<file path="src/rtl/owm_pkg.sv">
package owm_pkg;
    typedef enum logic [1:0] {
        OP_RESET = 2'b00,
        OP_WR0   = 2'b01,
        OP_WR1   = 2'b10,
        OP_READ  = 2'b11
    } op_e;
endpackage

</file>
<file path="src/rtl/owm_tick.sv">
module owm_tick #(
    parameter int CLK_PER_US = 250
) (
    input  logic clk,
    input  logic rst_n,
    input  logic restart,
    output logic tick
);
    localparam int PW = (CLK_PER_US > 1) ? $clog2(CLK_PER_US) : 1;
    localparam logic [PW-1:0] LAST = PW'(CLK_PER_US - 1);

    logic [PW-1:0] pre_d, pre_q;

    always_comb begin
        if (restart || pre_q == LAST) pre_d = '0;
        else                          pre_d = pre_q + 1'b1;
    end

    always_ff @(posedge clk) begin
        if (!rst_n) pre_q <= '0;
        else        pre_q <= pre_d;
    end

    assign tick = (pre_q == LAST);

    initial begin
        a_div_min_r9: assert (CLK_PER_US >= 2);
    end

    p_tick_gap_r9: assert property (@(posedge clk) disable iff (!rst_n)
        tick |=> !tick);
endmodule

</file>
<file path="src/rtl/owm_seq.sv">
module owm_seq
    import owm_pkg::*;
#(
    parameter int T_RST_LOW  = 480,
    parameter int T_PRES_SMP = 70,
    parameter int T_RST_REC  = 480,
    parameter int T_SLOT     = 60,
    parameter int T_RECOV    = 2,
    parameter int T_W1_LOW   = 6,
    parameter int T_W0_LOW   = 60,
    parameter int T_RD_LOW   = 6,
    parameter int T_RD_SMP   = 14
) (
    input  logic       clk,
    input  logic       rst_n,
    input  logic       tick,
    input  logic       cmd_valid,
    input  logic [1:0] cmd_op,
    input  logic       bus_in,
    output logic       start,
    output logic       bus_pull,
    output logic       busy,
    output logic       done,
    output logic       presence,
    output logic       read_bit
);
    localparam int RST_END  = T_RST_LOW + T_RST_REC;
    localparam int SLOT_END = T_SLOT + T_RECOV;
    localparam int US_W     = $clog2(RST_END + 1);

    localparam logic [US_W-1:0] RST_LOW_L  = US_W'(T_RST_LOW);
    localparam logic [US_W-1:0] RST_SMP_M1 = US_W'(T_RST_LOW + T_PRES_SMP - 1);
    localparam logic [US_W-1:0] RST_END_M1 = US_W'(RST_END - 1);
    localparam logic [US_W-1:0] SLT_END_M1 = US_W'(SLOT_END - 1);
    localparam logic [US_W-1:0] RD_SMP_M1  = US_W'(T_RD_SMP - 1);
    localparam logic [US_W-1:0] W1_LOW_L   = US_W'(T_W1_LOW);
    localparam logic [US_W-1:0] W0_LOW_L   = US_W'(T_W0_LOW);
    localparam logic [US_W-1:0] RD_LOW_L   = US_W'(T_RD_LOW);

    typedef struct packed {
        logic            active;
        op_e             op;
        logic [US_W-1:0] us;
        logic            smp;
        logic            done;
        logic            pres;
        logic            rbit;
    } st_t;

    st_t q, d;
    logic [US_W-1:0] low_len, smp_m1, end_m1;

    // Per-command timing limits, selected from the latched command
    always_comb begin
        unique case (q.op)
            OP_RESET: begin low_len = RST_LOW_L; smp_m1 = RST_SMP_M1; end_m1 = RST_END_M1; end
            OP_WR0:   begin low_len = W0_LOW_L;  smp_m1 = RD_SMP_M1;  end_m1 = SLT_END_M1; end
            OP_WR1:   begin low_len = W1_LOW_L;  smp_m1 = RD_SMP_M1;  end_m1 = SLT_END_M1; end
            default:  begin low_len = RD_LOW_L;  smp_m1 = RD_SMP_M1;  end_m1 = SLT_END_M1; end
        endcase
    end

    always_comb begin
        d      = q;
        d.done = 1'b0;
        start  = 1'b0;
        if (!q.active) begin
            if (cmd_valid) begin
                start    = 1'b1;
                d.active = 1'b1;
                d.op     = op_e'(cmd_op);
                d.us     = '0;
            end
        end else if (tick) begin
            if (q.us == smp_m1) d.smp = bus_in;
            if (q.us == end_m1) begin
                d.active = 1'b0;
                d.done   = 1'b1;
                if (q.op == OP_RESET) d.pres = ~q.smp;
                if (q.op == OP_READ)  d.rbit = q.smp;
            end else begin
                d.us = q.us + 1'b1;
            end
        end
    end

    always_ff @(posedge clk) begin
        if (!rst_n) begin
            q <= '{active: 1'b0, op: OP_RESET, us: '0, smp: 1'b1,
                   done: 1'b0, pres: 1'b0, rbit: 1'b0};
        end else begin
            q <= d;
        end
    end

    assign bus_pull = q.active && (q.us < low_len);
    assign busy     = q.active;
    assign done     = q.done;
    assign presence = q.pres;
    assign read_bit = q.rbit;

    p_done_pulse_r7: assert property (@(posedge clk) disable iff (!rst_n)
        q.done |=> !q.done);
    p_done_idle_r2: assert property (@(posedge clk) disable iff (!rst_n)
        q.done |-> !q.active);
    p_hold_cmd_r8: assert property (@(posedge clk) disable iff (!rst_n)
        (q.active && !tick) |=> (q.active && $stable(q.op) && $stable(q.us)));
    p_pres_keep_r7: assert property (@(posedge clk) disable iff (!rst_n)
        (q.done && q.op != OP_RESET) |-> $stable(q.pres));
    p_rbit_keep_r7: assert property (@(posedge clk) disable iff (!rst_n)
        (q.done && q.op != OP_READ) |-> $stable(q.rbit));
endmodule

</file>
<file path="src/rtl/owm_master.sv">
module owm_master #(
    parameter int CLK_PER_US = 250,
    parameter int T_RST_LOW  = 480,
    parameter int T_PRES_SMP = 70,
    parameter int T_RST_REC  = 480,
    parameter int T_SLOT     = 60,
    parameter int T_RECOV    = 2,
    parameter int T_W1_LOW   = 6,
    parameter int T_W0_LOW   = 60,
    parameter int T_RD_LOW   = 6,
    parameter int T_RD_SMP   = 14
) (
    input  logic       clk,
    input  logic       rst_n,
    input  logic       cmd_valid,
    input  logic [1:0] cmd_op,
    input  logic       bus_in,
    output logic       bus_pull,
    output logic       busy,
    output logic       done,
    output logic       presence,
    output logic       read_bit
);
    logic tick, start;

    owm_tick #(.CLK_PER_US(CLK_PER_US)) u_tick (
        .clk     (clk),
        .rst_n   (rst_n),
        .restart (start),
        .tick    (tick)
    );

    owm_seq #(
        .T_RST_LOW (T_RST_LOW),  .T_PRES_SMP(T_PRES_SMP), .T_RST_REC(T_RST_REC),
        .T_SLOT    (T_SLOT),     .T_RECOV   (T_RECOV),    .T_W1_LOW (T_W1_LOW),
        .T_W0_LOW  (T_W0_LOW),   .T_RD_LOW  (T_RD_LOW),   .T_RD_SMP (T_RD_SMP)
    ) u_seq (
        .clk       (clk),
        .rst_n     (rst_n),
        .tick      (tick),
        .cmd_valid (cmd_valid),
        .cmd_op    (cmd_op),
        .bus_in    (bus_in),
        .start     (start),
        .bus_pull  (bus_pull),
        .busy      (busy),
        .done      (done),
        .presence  (presence),
        .read_bit  (read_bit)
    );
endmodule

</file>
<file path="config.mk">
export PLATFORM = sky130hd
export DESIGN_NAME = owm_master
export DESIGN_NICKNAME = d
export VERILOG_FILES = /design/src/rtl/owm_pkg.sv /design/src/rtl/owm_tick.sv /design/src/rtl/owm_seq.sv /design/src/rtl/owm_master.sv
export SDC_FILE = /design/constraint.sdc
export NUM_CORES = 1
export LEC_CHECK = 0
export ABC_CLOCK_PERIOD_IN_PS = 4510
export BUFFER_PORTS_ARGS = -buffer_cell sky130_fd_sc_hd__buf_4
export CAP_MARGIN = 20
export CELL_PAD_IN_SITES_DETAIL_PLACEMENT = 1
export CELL_PAD_IN_SITES_GLOBAL_PLACEMENT = 1
export CORE_ASPECT_RATIO = 1.4
export CORE_UTILIZATION = 36
export DETAILED_ROUTE_END_ITERATION = 8
export PLACE_DENSITY = 0.69
export SYNTH_ARGS = -nofsm -noshare
export SYNTH_HDL_FRONTEND = slang
export SYNTH_HIERARCHICAL = 1
export SYNTH_SLANG_ARGS = --single-unit
export TNS_END_PERCENT = 30
</file>
<file path="constraint.sdc">
create_clock -name clk -period 4.51 [get_ports clk]
set_input_delay 0.902 -clock clk [delete_from_list [all_inputs] [get_ports clk]]
set_output_delay 0.902 -clock clk [all_outputs]
set_load 0.005 [all_outputs]
</file>
# After elaboration in Yosys (flattened, before gate mapping)
# Cells that the tools add are included.
word_totals:
  ff_bits: 25
  inputBits: 6
  output_inout_bits: 5
  word_cells: 48
classes:
  addsub: 2
  n_lt_le_gt_ge: 1
  n_eq_ne: 7
  n_mux: 16
  bitwise_logic: 3
  reduce_logical: 11
op_table:
  columns: ["cell", "count"]
  rows:
  - ["10-bit 2-to-1 mux", 4]
  - ["10-bit equality test", 2]
  - ["9-bit case mux with 2 select lines", 1]
  - ["14-bit 2-to-1 mux", 1]
  - ["13-bit 2-to-1 mux", 1]
  - ["10-bit by 1-bit adder with 10-bit output, second input constant", 1]
  - ["10-bit by 9-bit < comparator with 1-bit output", 1]
  - ["3-bit AND reduction", 3]
  - ["8-bit by 1-bit adder with 8-bit output, second input constant", 1]
  - ["8-bit equality test, second input constant", 1]
  - ["1-bit 2-to-1 mux", 8]
  - ["4-bit AND reduction", 2]
  - ["2-bit != test, second input constant", 2]
  - ["3-bit 2-to-1 mux", 1]
  - ["1-bit inverter", 3]
  - ["2-bit by 1-bit equality test with 1-bit output, second input constant", 1]
  - ["2-bit equality test, second input constant", 1]
  - ["2-bit logical NOT", 1]
  - ["2-bit AND reduction", 1]
  - ["2-bit nonzero test", 1]
  - ["2-bit OR reduction", 1]
  - ["1-bit logical AND", 1]
  - ["1-bit logical OR", 1]

# Depth between registers and ports, before layout
logic_depth:
  depth_word: 6
  depth_mapped: 9

# Hierarchy
# Netlist, hierarchy kept.
by_module_without_submodules:
  columns: ["mod", "instances", "cells_per_inst", "area_per_inst_um2", "seq_area_each_um2"]
  rows:
  - ["owm_seq", 1, 130, 1129.8, 340.3]
  - ["owm_tick", 1, 48, 402.9, 160.2]

# Worst setup path before layout
# No wires, ideal clock.
synth_timing:
  kind: "flip-flop to output port"
  from: "register u_seq/q[15] (netlist name)"
  to: "output port bus_pull"
  t_arrival_ps: 1353
  slack_ps: 2255
  stages_incl_launch_ff: 7
  n_path_buf: 0
  path_cell_list: "dfxtp_1 or2_1 inv_1 ha_1 a211oi_1 o21ai_0 a21oi_1"
synth_between:
  elab_chain_cells: 4
  word_cells_on_any_way: 5
  cone_classes: "order compare (1); eq/ne (1); mux (1); reduce/logical (2)"
synth_lines:
  columns: ["element", "line_no", "text"]
  rows:
  - ["from (decl)", "owm_seq.sv:50", "st_t q, d;"]
  - ["from (signal assigned)", "owm_seq.sv:89", "q <= '{active: 1'b0, op: OP_RESET, us: '0, smp: 1'b1,"]
  - ["2-bit by 1-bit equality test with 1-bit output / 2-bit logical NOT (equally long branches)", "owm_seq.sv:55", "unique case (q.op)"]
  - ["9-bit case mux with 2 select lines *", "owm_seq.sv:55", null]
  - ["10-bit by 9-bit < comparator with 1-bit output *", "owm_seq.sv:96", "assign bus_pull = q.active && (q.us < low_len);"]
  - ["1-bit logical AND *", "owm_seq.sv:96", null]
  - ["to (decl)", "owm_master.sv:18", "output logic bus_pull,"]
# Every way passes the cells marked *; elsewhere a longest branch is shown, timed or not.

# Worst setup path after layout
# Same ends and word-level chain as after synthesis.

==> results.cfg <==
[status]
outcome = complete, but fails checks
failed_checks = DRC

[sta]
tightest_slew_ns = 0.767
finClkSkew_ns = 0.00924
hold_viol = 0
fin_crit_ns = 2.84
whs_ns = 0.473
maxSlewViolCount = 0
fmax_mhz = 353
setup_tns_ns = 0
rsz0062_at_grt = false
max_slew_margin_pct = 48.9
setup-violations-final = 0
period_share_pct = 62.9

[power]
power_leakage_nw = 0.635
p_per_area_nw_per_um2 = 246
vdd_drop_max_uv = 117

[min_path]
hold_path.class = reg -> reg
holdPathStages = 1

[clock_network]
clk_latency_ns = 0.28
cts_buffer_depth = 2
path_clk_slew_ns = 0.09
cts_tree = done
htreeDepth = 1
cts_hold_buf = 0
cts_resized = 0
cts_buffers = 3
postCtsSetupRepairBufs = 0
cts-root-buf = clkbuf_8
cts_sinks = 25

[logic_synthesis]
ys_seq_area_share_pct = 32.7
synthArstFlopShare_pct = 0
synth.area.top_cells = dfxtp_1 33%, ha_1 9.0%, mux2i_1 5.9%
synth_edf_count = 0
ys_ff_latch = 25
postSynthCellCount = 178
synth_top_area_cell = dfxtp_1
syn_nets = 195
yosysWarnings = 6
syn_avg_cell_area_sq_um = 8.61
synthesis.area_sq_um = 1530
synth_flop_cell = dfxtp_1
netlist.area_leader.share_pct = 32.7
synth_cell_types = 46

[placement]
gp_congestion = 0.790
dp.cells = 224
dp_hpwl_microns = 3020
place.port_buffers = 10

[route]
wl_per_cell_microns = 17.4
first_pass_iters = 6
ant_nets = 0
vias = 1330
drc_errors = 2
wl_microns = 3960
drtIter0Drc = 49
viasPerCell = 5.83

[global_routing]
grt_pass1_wl_microns = 6420
grt_pass1_vias = 1353
grt_overflow = 0
grt_max_degree = 16
track_usage_pct = 18.7
grt_antenna_before_repair = 0

[setup_path]
path_cells = or2_1 > inv_1 > ha_1 > a211oi_1 > o21ai_0 > a21oi_1 > buf_4
worstPathRequired_ns = 3.61
cp_top_family = compound AO/OA/AOI/OAI gates
path_buf_inv = 2
end_kind = output port
max_stage_delay_ns = 0.42
r2r_cells = 5
worstSetupPathType = reg -> out
worst-path-stages = 7
cp-start-kind = flip-flop
worstPathMaxFanout = 7
slowest_stage = dfxtp_1
cp_data_arrival_time_ns = 1.93

[die]
die_h_microns = 79.2
core_area_sq_um = 4020
die_area_sq_um = 4530
rows = 27
die_x_microns = 57.1
initial_core_util_pct = 38.1
io_pins = 11

[job]
drv_cap = 0

[cells_and_area]
fin_cells = 228
drive_gt1_share_pct = 12.4
n_antenna_cell = 0
syn2layout_area_growth_pct = 8.82
final_util_pct = 41.5
nNetsFinal = 203
state kept, by name, summed over array words and instances, names as in the netlist:
signal,cells
u_seq/q,13
u_seq/busy,1
u_seq/presence,1
u_tick/pre_q,8
u_seq/done,1
u_seq/read_bit,1
metrics by stage:
stage	power [W]	worst slack, ns	area [sq um]
after floorplan	0.000260	2.25	1530
after global placement	0.000271	2.06	1620
after detailed placement	0.000274	1.98	1620
after CTS	0.000415	1.66	1670
after global routing	0.000430	1.53	1670
final	0.000411	1.67	1670
power by group:
| part | internal [W] | switching, W | total (W) |
|---|---|---|---|
| Clock | 0.0000627 | 0.0000797 | 0.000142 |
| Sequential | 0.000224 | 0.00000384 | 0.000228 |
| Combinational | 0.0000157 | 0.0000252 | 0.0000409 |
| Total | 0.000302 | 0.000109 | 0.000411 |
metal layers:
| metal | track usage [%] | routed length, microns |
|---|---|---|
| met1 | 20.6 | 1640 |
| met3 | 2.77 | 82 |
| met5 | 0 | 0 |
| met4 | 12.2 | 192 |
| met2 | 32.7 | 2050 |
synthesized netlist by cell type, drive strengths merged (2+ instances only):
master and instances:
a2111o 3, a211oi 5, a21boi 2, a21oi 9
and2 3, and3 2, and4 3, buf 4
clkbuf 3, dfxtp 25, ha 11, inv 5
mux2i 9, nand2 23, nand2b 10, nand3 8
nand4 4, nor2 10, nor2b 7, o21ai 11
o22ai 2, xor2 2
cell type report:
type | count | area (sq um)
fillers | 483 | 2350
multi-input cells | 141 | 971
flip-flops and latches | 25 | 500
repair buffers | 10 | 75.1
well taps | 43 | 53.8
clock buffers | 3 | 41.3
inverters | 5 | 18.8
clock inverters | 1 | 7.51
final timing paths:
check	endpoint	start	slack, ns
setup / recovery	bus_pull	u_seq/q[15]	1.67
hold / removal	u_tick/pre_q[0]	u_tick/pre_q[0]	0.47
hold reg to reg	u_tick/pre_q[0]	u_tick/pre_q[0]	0.47
setup reg to reg	u_seq/presence	u_seq/q[15]	2.20
kinds of logic after synthesis:
logic type / share of synthesized area (%)
and+or+nand+nor: 28.8
AOI/OAI and AO/OA: 17.6
DFF: 32.7
buffers and inverters: 4.00
adders and majority gates: 8.98
muxes: 6.86
xor gates and xnor gates: 1.14
cell usage in the layout (no fill, tap or decap), drive strengths merged, types with 2 or more instances in the layout:
cell / n
a2111o: 3
inv: 5
o22ai: 2
and2: 3
and3: 2
a21boi: 2
clkbuf: 3
a211oi: 5
a21oi: 9
mux2i: 9
ha: 11
buf: 10
nand3: 8
nand2: 23
and4: 3
nand2b: 10
dfxtp: 25
nor2b: 7
nor2: 10
o21ai: 11
xor2: 2
nand4: 4
worst register-to-register path, cell delays in order, from the launching register on:
cell and delay, ns:
dfxtp_1 0.36, or2_1 0.32, ha_1 0.34, and4_1 0.59
nand4_2 0.26, mux2_4 0.34
No activity file was read; power rests on OpenSTA's default activity.
